===== src/rtl/amode_ea_pkg.sv =====
`timescale 1ns/1ps
// Package: shared types and helpers for the effective address unit.
// Assumes at most two operand bytes per instruction.
package amode_ea_pkg;

    // Addressing-mode codes as presented by the decoder.
    typedef enum logic [2:0] {
        AM_IMM = 3'd0,
        AM_DIR = 3'd1,
        AM_EXT = 3'd2,
        AM_IDX = 3'd3,
        AM_INH = 3'd4,
        AM_REL = 3'd5
    } amode_t;

    // Sequencer states.
    typedef enum logic [1:0] {
        ST_IDLE  = 2'd0,
        ST_FETCH = 2'd1,
        ST_DONE  = 2'd2
    } fstate_t;

    // Number of operand bytes that follow the opcode for a mode.
    function automatic logic [1:0] operand_bytes(input logic [2:0] m, input logic w);
        case (m)
            AM_IMM:  operand_bytes = w ? 2'd2 : 2'd1;
            AM_DIR:  operand_bytes = 2'd1;
            AM_EXT:  operand_bytes = 2'd2;
            AM_IDX:  operand_bytes = 2'd1;
            AM_REL:  operand_bytes = 2'd1;
            default: operand_bytes = 2'd0;
        endcase
    endfunction

endpackage


===== src/rtl/amode_fetch_ctrl.sv =====
`timescale 1ns/1ps
// Module: operand fetch sequencer.
// Accepts a start only when idle, issues one read per clock at consecutive
// addresses from the base, then holds a single done cycle. Assumes the read
// port returns data combinationally in the cycle of the request.
module amode_fetch_ctrl
    import amode_ea_pkg::*;
#(
    parameter int ADDR_W = 16,
    parameter int CNT_W  = 2
) (
    input  logic              clk,
    input  logic              rst_n,
    input  logic              start,
    input  logic [CNT_W-1:0]  need,
    input  logic [ADDR_W-1:0] base,
    output logic              accept,
    output logic              busy,
    output logic              done,
    output logic              rd_en,
    output logic [ADDR_W-1:0] rd_addr,
    output logic              cap_en
);

    fstate_t            state_q;
    logic [ADDR_W-1:0]  ptr_q;
    logic [CNT_W-1:0]   left_q;

    // Start is honoured only from idle.
    always_comb accept = start && (state_q == ST_IDLE);

    // State, read pointer and remaining-byte count.
    always_ff @(posedge clk) begin
        if (!rst_n) begin
            state_q <= ST_IDLE;
            ptr_q   <= '0;
            left_q  <= '0;
        end else begin
            case (state_q)
                ST_IDLE: begin
                    if (accept) begin
                        ptr_q   <= base;
                        left_q  <= need;
                        state_q <= (need == '0) ? ST_DONE : ST_FETCH;
                    end
                end
                ST_FETCH: begin
                    ptr_q  <= ptr_q + ADDR_W'(1);
                    left_q <= left_q - CNT_W'(1);
                    if (left_q == CNT_W'(1)) state_q <= ST_DONE;
                end
                ST_DONE: state_q <= ST_IDLE;
                default: state_q <= ST_IDLE;
            endcase
        end
    end

    // Decode of state into the handshake outputs.
    always_comb begin
        busy    = (state_q == ST_FETCH);
        done    = (state_q == ST_DONE);
        rd_en   = busy;
        rd_addr = ptr_q;
        cap_en  = busy;
    end

endmodule


===== src/rtl/amode_operand_asm.sv =====
`timescale 1ns/1ps
// Module: operand byte assembler.
// Shifts incoming bytes through LANES byte lanes so that the byte read first
// ends up most significant. Cleared when a new operation is accepted.
module amode_operand_asm #(
    parameter int BYTE_W = 8,
    parameter int LANES  = 2,
    localparam int VAL_W = BYTE_W * LANES
) (
    input  logic              clk,
    input  logic              rst_n,
    input  logic              clear,
    input  logic              load,
    input  logic [BYTE_W-1:0] din,
    output logic [VAL_W-1:0]  value
);

    logic [BYTE_W-1:0] lane_q [LANES];

    for (genvar i = 0; i < LANES; i++) begin : g_lane
        if (i == 0) begin : g_head
            // Newest byte enters the lowest lane.
            always_ff @(posedge clk) begin
                if (!rst_n || clear) lane_q[0] <= '0;
                else if (load)       lane_q[0] <= din;
            end
        end else begin : g_tail
            // Older bytes move one lane up.
            always_ff @(posedge clk) begin
                if (!rst_n || clear) lane_q[i] <= '0;
                else if (load)       lane_q[i] <= lane_q[i-1];
            end
        end
        // Lane i occupies byte position i of the result.
        assign value[i*BYTE_W +: BYTE_W] = lane_q[i];
    end

endmodule


===== src/rtl/amode_addr_calc.sv =====
`timescale 1ns/1ps
// Module: combinational result former.
// From the latched instruction context and the assembled operand it forms
// the effective address, operand value, next-instruction address and length.
// Assumes the assembled operand is exactly ADDR_W bits wide.
module amode_addr_calc
    import amode_ea_pkg::*;
#(
    parameter int ADDR_W = 16,
    parameter int BYTE_W = 8,
    parameter int LEN_W  = 3
) (
    input  logic [2:0]        mode_q,
    input  logic              wide_q,
    input  logic              pre_q,
    input  logic              use_y_q,
    input  logic              cond_q,
    input  logic [ADDR_W-1:0] x_q,
    input  logic [ADDR_W-1:0] y_q,
    input  logic [ADDR_W-1:0] pc_q,
    input  logic [ADDR_W-1:0] opnd,
    output logic [ADDR_W-1:0] eff_addr,
    output logic [ADDR_W-1:0] imm_val,
    output logic [ADDR_W-1:0] br_target,
    output logic [LEN_W-1:0]  instr_len
);

    localparam int EXT_W = ADDR_W - BYTE_W;

    logic [1:0]        nbytes;
    logic [BYTE_W-1:0] low_b;
    logic [ADDR_W-1:0] zext_b, sext_b, index_sel, seq_next, after_off;

    // Operand byte views and shared sums.
    always_comb begin
        nbytes    = operand_bytes(mode_q, wide_q);
        low_b     = opnd[BYTE_W-1:0];
        zext_b    = {{EXT_W{1'b0}}, low_b};
        sext_b    = {{EXT_W{low_b[BYTE_W-1]}}, low_b};
        index_sel = use_y_q ? y_q : x_q;
        seq_next  = pc_q + ADDR_W'(nbytes);
        after_off = pc_q + ADDR_W'(1);
    end

    // Per-mode result selection.
    always_comb begin
        eff_addr  = '0;
        imm_val   = opnd;
        br_target = seq_next;
        case (mode_q)
            AM_IMM: eff_addr = pc_q;
            AM_DIR: eff_addr = zext_b;
            AM_EXT: eff_addr = opnd;
            AM_IDX: eff_addr = index_sel + zext_b;
            AM_REL: begin
                br_target = cond_q ? (after_off + sext_b) : after_off;
                eff_addr  = br_target;
            end
            default: begin
                eff_addr = '0;
                imm_val  = '0;
            end
        endcase
    end

    // Length counts the opcode, the optional leading byte and the operands.
    always_comb instr_len = LEN_W'(1) + LEN_W'(pre_q) + LEN_W'(nbytes);

endmodule


===== src/rtl/amode_ea_unit.sv =====
`timescale 1ns/1ps
// Module: effective address unit top.
// Latches the decoded instruction context on an accepted start, sequences
// the operand reads and presents the results with a one-cycle done strobe.
// Results stay valid until the next accepted start.
module amode_ea_unit
    import amode_ea_pkg::*;
#(
    parameter int ADDR_W = 16,
    parameter int BYTE_W = 8,
    parameter int LEN_W  = 3
) (
    input  logic              clk,
    input  logic              rst_n,
    input  logic              start,
    input  logic [2:0]        mode,
    input  logic              wide,
    input  logic              prebyte,
    input  logic              use_y,
    input  logic              br_cond,
    input  logic [ADDR_W-1:0] idx_x,
    input  logic [ADDR_W-1:0] idx_y,
    input  logic [ADDR_W-1:0] pc_in,
    input  logic [BYTE_W-1:0] rd_data,
    output logic              rd_en,
    output logic [ADDR_W-1:0] rd_addr,
    output logic              busy,
    output logic              done,
    output logic [ADDR_W-1:0] eff_addr,
    output logic [ADDR_W-1:0] imm_val,
    output logic [ADDR_W-1:0] br_target,
    output logic [LEN_W-1:0]  instr_len
);

    localparam int LANES = ADDR_W / BYTE_W;
    localparam int OPD_W = BYTE_W * LANES;

    logic              accept, cap_en;
    logic [1:0]        need;
    logic [2:0]        mode_q;
    logic              wide_q, pre_q, use_y_q, cond_q;
    logic [ADDR_W-1:0] x_q, y_q, pc_q;
    logic [OPD_W-1:0]  opnd;

    // Byte count for the request being presented.
    always_comb need = operand_bytes(mode, wide);

    // Instruction context captured on an accepted start.
    always_ff @(posedge clk) begin
        if (!rst_n) begin
            mode_q  <= 3'd0;
            wide_q  <= 1'b0;
            pre_q   <= 1'b0;
            use_y_q <= 1'b0;
            cond_q  <= 1'b0;
            x_q     <= '0;
            y_q     <= '0;
            pc_q    <= '0;
        end else if (accept) begin
            mode_q  <= mode;
            wide_q  <= wide;
            pre_q   <= prebyte;
            use_y_q <= use_y;
            cond_q  <= br_cond;
            x_q     <= idx_x;
            y_q     <= idx_y;
            pc_q    <= pc_in;
        end
    end

    amode_fetch_ctrl #(
        .ADDR_W (ADDR_W),
        .CNT_W  (2)
    ) u_ctrl (
        .clk     (clk),
        .rst_n   (rst_n),
        .start   (start),
        .need    (need),
        .base    (pc_in),
        .accept  (accept),
        .busy    (busy),
        .done    (done),
        .rd_en   (rd_en),
        .rd_addr (rd_addr),
        .cap_en  (cap_en)
    );

    amode_operand_asm #(
        .BYTE_W (BYTE_W),
        .LANES  (LANES)
    ) u_asm (
        .clk   (clk),
        .rst_n (rst_n),
        .clear (accept),
        .load  (cap_en),
        .din   (rd_data),
        .value (opnd)
    );

    amode_addr_calc #(
        .ADDR_W (ADDR_W),
        .BYTE_W (BYTE_W),
        .LEN_W  (LEN_W)
    ) u_calc (
        .mode_q    (mode_q),
        .wide_q    (wide_q),
        .pre_q     (pre_q),
        .use_y_q   (use_y_q),
        .cond_q    (cond_q),
        .x_q       (x_q),
        .y_q       (y_q),
        .pc_q      (pc_q),
        .opnd      (ADDR_W'(opnd)),
        .eff_addr  (eff_addr),
        .imm_val   (imm_val),
        .br_target (br_target),
        .instr_len (instr_len)
    );

endmodule


===== config.mk =====
export PLATFORM = sky130hd
export DESIGN_NAME = amode_ea_unit
export DESIGN_NICKNAME = d
export VERILOG_FILES = /design/src/rtl/amode_ea_pkg.sv /design/src/rtl/amode_fetch_ctrl.sv /design/src/rtl/amode_operand_asm.sv /design/src/rtl/amode_addr_calc.sv /design/src/rtl/amode_ea_unit.sv
export SDC_FILE = /design/constraint.sdc
export NUM_CORES = 1
export LEC_CHECK = 0
export BUFFER_PORTS_ARGS = -buffer_cell sky130_fd_sc_hd__buf_2
export CORE_MARGIN = 2
export CORE_UTILIZATION = 40
export CTS_BUF_LIST = sky130_fd_sc_hd__clkbuf_8
export CTS_CLUSTER_DIAMETER = 50
export DETAILED_ROUTE_END_ITERATION = 8
export PLACE_DENSITY = 0.73
export SYNTH_ARGS = -nofsm -noshare
export SYNTH_HDL_FRONTEND = slang
export SYNTH_SLANG_ARGS = --single-unit

===== constraint.sdc =====
create_clock -name clk -period 9.1 [get_ports clk]
set_input_delay 0.455 -clock clk [delete_from_list [all_inputs] [get_ports clk]]
set_output_delay 0.455 -clock clk [all_outputs]
set_load 0.05 [all_outputs]

==> flow_results.xml <==
<?xml version="1.0" encoding="UTF-8"?>
<metrics>
  <group name="outcome">
    <metric name="status" unit="">finished, final reports clean</metric>
  </group>
  <group name="floorplanning">
    <metric name="core_ar" unit="um2">17200</metric>
    <metric name="initial_core_util" unit="%">40.5</metric>
    <metric name="io-pin-count" unit="">136</metric>
    <metric name="dieWidth" unit="um">136</metric>
    <metric name="die_area" unit="um2">18500</metric>
    <metric name="die_height" unit="um">136</metric>
    <metric name="num_rows" unit="">48</metric>
  </group>
  <group name="cts">
    <metric name="clkSinkCount" unit="">91</metric>
    <metric name="cts-hold-fix-buffers" unit="">0</metric>
    <metric name="tritoncts.num_buffers" unit="">9</metric>
    <metric name="clock_path_buffers" unit="">2</metric>
    <metric name="clkLatencyLatePin" unit="ps">370</metric>
    <metric name="clk_pin_slew" unit="ps">110</metric>
    <metric name="ctsHtreeMaxLevel" unit="">3</metric>
    <metric name="cts.repair.resized" unit="">0</metric>
    <metric name="cts_tree" unit="">done</metric>
    <metric name="clock_tree.root_cell" unit="">sky130_fd_sc_hd__clkbuf_8</metric>
    <metric name="post-cts-setup-buffers" unit="">0</metric>
  </group>
  <group name="sta">
    <metric name="final_hold_viol_count" unit="">0</metric>
    <metric name="timing.final.max_slew_violations" unit="">0</metric>
    <metric name="layout_setup_ws" unit="ps">4520</metric>
    <metric name="period_needed" unit="ps">4580</metric>
    <metric name="summed_negative_setup_slack_over_all_endpoints" unit="ps">0</metric>
    <metric name="maxClockFrequency" unit="MHz">218</metric>
    <metric name="clock_skew" unit="ps">14.7</metric>
    <metric name="worstMarginPinSlew" unit="ps">1080</metric>
    <metric name="setup_viol" unit="">0</metric>
    <metric name="worst_slew_margin_rel" unit="%">27.6</metric>
    <metric name="grt_setup_unrepaired" unit="">false</metric>
    <metric name="min_period_over_period" unit="%">50.3</metric>
  </group>
  <group name="worst_setup_path">
    <metric name="crit_path_kind" unit="">register to output pin</metric>
    <metric name="crit_path_end_kind" unit="">output pin</metric>
    <metric name="regToRegSetupSlack" unit="ps">6610</metric>
    <metric name="critPathRequiredTime" unit="ps">8650</metric>
    <metric name="cp_cell_sequence" unit="">mux2_2 &gt; ha_1 &gt; fa_1 &gt; a21o_1 &gt; a21oi_1 &gt; o21bai_1 &gt; o22ai_2 &gt; o21a_1 &gt; nor3_1 &gt; a211o_1 &gt; buf_2</metric>
    <metric name="worst_path_largest_cell_delay" unit="ps">1050</metric>
    <metric name="crit_path_max_fo" unit="">27</metric>
    <metric name="startpoint_type" unit="">register</metric>
    <metric name="arrival" unit="ps">4120</metric>
    <metric name="crit-reg2reg-capture" unit="">u_ctrl.rd_addr[12]</metric>
    <metric name="crit_start" unit="">use_y_q</metric>
    <metric name="critical_path.reg2reg.startpoint" unit="">u_ctrl.state_q[0]</metric>
    <metric name="worst_r2r_path_depth" unit="">7</metric>
    <metric name="crit_path_top_delay_cell" unit="">sky130_fd_sc_hd__dfxtp_1</metric>
  </group>
  <group name="placement">
    <metric name="place.gp.congestion" unit="">0.961</metric>
    <metric name="dpl.cell_count" unit="">1209</metric>
    <metric name="hpwl" unit="mm">17.2</metric>
    <metric name="portBuffers" unit="">135</metric>
    <metric name="preCtsSetupSlack" unit="ps">5000</metric>
  </group>
  <group name="logic_synthesis">
    <metric name="async_flop_share" unit="%">0</metric>
    <metric name="synth.lib_cells_used.distinct" unit="">68</metric>
    <metric name="synthesis.yosys.warnings" unit="">0</metric>
    <metric name="synth.net_count" unit="">1004</metric>
    <metric name="synth.cell_area" unit="um2">6960</metric>
    <metric name="seq_area_frac_synth" unit="%">28.5</metric>
    <metric name="synthesis.area_per_instance" unit="um2">7.72</metric>
    <metric name="netlist_instances" unit="">902</metric>
    <metric name="synth-edff-count" unit="">16</metric>
    <metric name="synth_flop_cell" unit="">sky130_fd_sc_hd__dfxtp_1</metric>
    <metric name="synth.ff_latch_count" unit="">91</metric>
  </group>
  <group name="finish">
    <metric name="n_fill_cell" unit="">1773</metric>
    <metric name="multi_input_comb_area" unit="um2">4640</metric>
    <metric name="antenna-diode-count" unit="">0</metric>
    <metric name="share_of_post_route_cells_with_drive_strength_above_1" unit="%">18.5</metric>
    <metric name="syn2layout_area_growth" unit="%">13.8</metric>
    <metric name="nNetsFinal" unit="">1097</metric>
    <metric name="final_cells" unit="">1225</metric>
    <metric name="final-seq-area" unit="um2">1980</metric>
  </group>
  <group name="global_routing">
    <metric name="grt_max_degree" unit="">80</metric>
    <metric name="grt_antenna_before_repair" unit="">0</metric>
    <metric name="grt_overflow_total" unit="">0</metric>
    <metric name="grt_pass1_vias" unit="">6130</metric>
    <metric name="wire_length_of_the_first_global_routing_pass" unit="mm">33.9</metric>
    <metric name="grt_use_total" unit="%">23.8</metric>
  </group>
  <group name="power_and_ir_drop">
    <metric name="p_leak" unit="nW">3.44</metric>
    <metric name="power_density_over_the_cells" unit="nW/um2">151</metric>
    <metric name="vdd_ir_drop_max" unit="mV">0.0946</metric>
  </group>
  <group name="routing">
    <metric name="drtAntennaViolNets" unit="">0</metric>
    <metric name="finalWirelength" unit="mm">22.4</metric>
    <metric name="first_pass_iters" unit="">5</metric>
    <metric name="drt-initial-drc-count" unit="">540</metric>
    <metric name="routed-via-count" unit="">6897</metric>
    <metric name="drt-vias-per-instance" unit="">5.63</metric>
    <metric name="remaining_drc_errors" unit="">0</metric>
    <metric name="routed_wire_length_per_instance" unit="um">18.2</metric>
  </group>
  <group name="hold_path">
    <metric name="hold_path_class" unit="">input port to register</metric>
    <metric name="min_path_cells" unit="">3</metric>
    <metric name="holdPathEnd" unit="">y_q[13]</metric>
    <metric name="worstHoldStart" unit="">idx_y[13]</metric>
  </group>
  <group name="run">
    <metric name="max_cap_violations" unit="">0</metric>
  </group>
</metrics>
flip-flops by register name (all words and copies together), names as in the netlist:
name and cells:
pc_q 16, u_asm.lane_q 16, u_ctrl.rd_addr 16, x_q 16
y_q 16, mode_q 3, u_ctrl.left_q 2, u_ctrl.state_q 2
cond_q 1, pre_q 1, use_y_q 1, wide_q 1
critical path: cells and delay by family, from the launching register on:
family | cells | cell delay, ps
AO/OA/AOI/OAI | 6 | 1380
adder cells (fa/ha/maj) | 2 | 620
AND/OR/NAND/NOR | 1 | 40
multiplexers | 1 | 430
flip-flops | 1 | 1050
buffers and inverters | 1 | 220
layout make-up:
| type | instances | share of cell area [%] |
|---|---|---|
| clock buffers | 9 | 1.56 |
| flip-flops and latches | 91 | 25.0 |
| clock inverters | 7 | 0.948 |
| repair buffers | 141 | 9.10 |
| multi-input cells | 725 | 58.5 |
| inverters | 27 | 1.28 |
| well taps | 225 | 3.55 |
cell usage after synthesis (all sizes together), types with 6 or more instances:
cell    number  share of area [%]
a22oi        7               0.76
inv         27                1.5
nor2        64                3.5
o22ai        7               0.81
mux2i       15                2.2
a211oi       8                1.0
o21a         6               0.65
a31oi       12                1.1
xor2        24                3.0
nor3         7               0.58
nand3       15                1.1
and2        20                1.8
clkbuf      31                1.7
edfxtp      16                6.9
nand4       10                1.1
a21oi       51                3.7
buf         28                1.9
and3        18                1.6
nor2b        7               0.63
xnor2       27                3.4
o211ai      11                1.2
ha          32                5.8
a21boi      56                6.0
o21ai       55                4.0
nand2      174                9.4
mux2        15                2.5
a21o        15                1.6
dfxtp       75                 22
per-layer routing:
layer,global-route usage [%],up-vias,share of wire (%)
met3,4.96,37,8.8
met5,0,-,0
li1,-,3374,-
met2,36.2,297,44
met1,33.3,3189,45
met4,8.62,0,2.7
stage by stage:
step           hold slack, ps  power, mW  area, um2  utilization (%)
3_3_place_gp              450      0.916       7720             45.0
4_1_cts                   300       1.20       7920             46.1
5_1_grt                   312       1.26       7920             46.1
2_1_floorplan             434      0.803       6960                -
6_report                  314       1.20       7920             46.1
3_5_place_dp              459      0.918       7720             45.0
worst max-delay path by stage:
stage                    to  slack (ps)  cells after the start
2_1_floorplan  eff_addr[15]        4920                     13
3_3_place_gp   eff_addr[10]        5090                     11
3_5_place_dp   eff_addr[12]        5000                     10
4_1_cts        eff_addr[10]        4560                     11
5_1_grt        eff_addr[10]        4260                     11
6_report       eff_addr[10]        4520                     11
cell usage in the layout (no fill, tap or decap), types with 7 or more instances in the layout:
cell type,instances
sky130_fd_sc_hd__nand3_1,15
sky130_fd_sc_hd__a21o_1,15
sky130_fd_sc_hd__xnor2_1,27
sky130_fd_sc_hd__nor2_1,63
sky130_fd_sc_hd__clkbuf_8,9
sky130_fd_sc_hd__edfxtp_1,16
sky130_fd_sc_hd__and2_1,20
sky130_fd_sc_hd__ha_1,32
sky130_fd_sc_hd__dfxtp_1,75
sky130_fd_sc_hd__o211ai_1,11
sky130_fd_sc_hd__nand2_1,174
sky130_fd_sc_hd__and3_1,18
sky130_fd_sc_hd__nand4_1,9
sky130_fd_sc_hd__mux2i_1,15
sky130_fd_sc_hd__o21ai_0,52
sky130_fd_sc_hd__a31oi_1,12
sky130_fd_sc_hd__inv_1,27
sky130_fd_sc_hd__a21oi_1,51
sky130_fd_sc_hd__a21boi_0,56
sky130_fd_sc_hd__mux2_2,14
sky130_fd_sc_hd__a22oi_1,7
sky130_fd_sc_hd__xor2_1,24
sky130_fd_sc_hd__nor2b_1,7
sky130_fd_sc_hd__buf_2,135
power breakdown:
part	switching, mW	internal, mW
logic	0.291	0.127
clock network	0.157	0.129
registers	0.0517	0.444
total	0.499	0.700
logic make-up (layout without fill, tap and decap cells):
logic type / count (synthesis) / after routing / share of synthesized area [%]
AO/OA/AOI/OAI: 263 / 263 / 25.3
flip-flops: 91 / 91 / 28.5
XOR/XNOR: 51 / 51 / 6.42
buffers and inverters: 86 / 184 / 5.02
adder cells (fa/ha/maj): 36 / 36 / 6.90
multiplexers: 30 / 30 / 4.64
AND/OR/NAND/NOR: 345 / 345 / 23.2
Note: power is estimated with default switching activity, not from simulation.
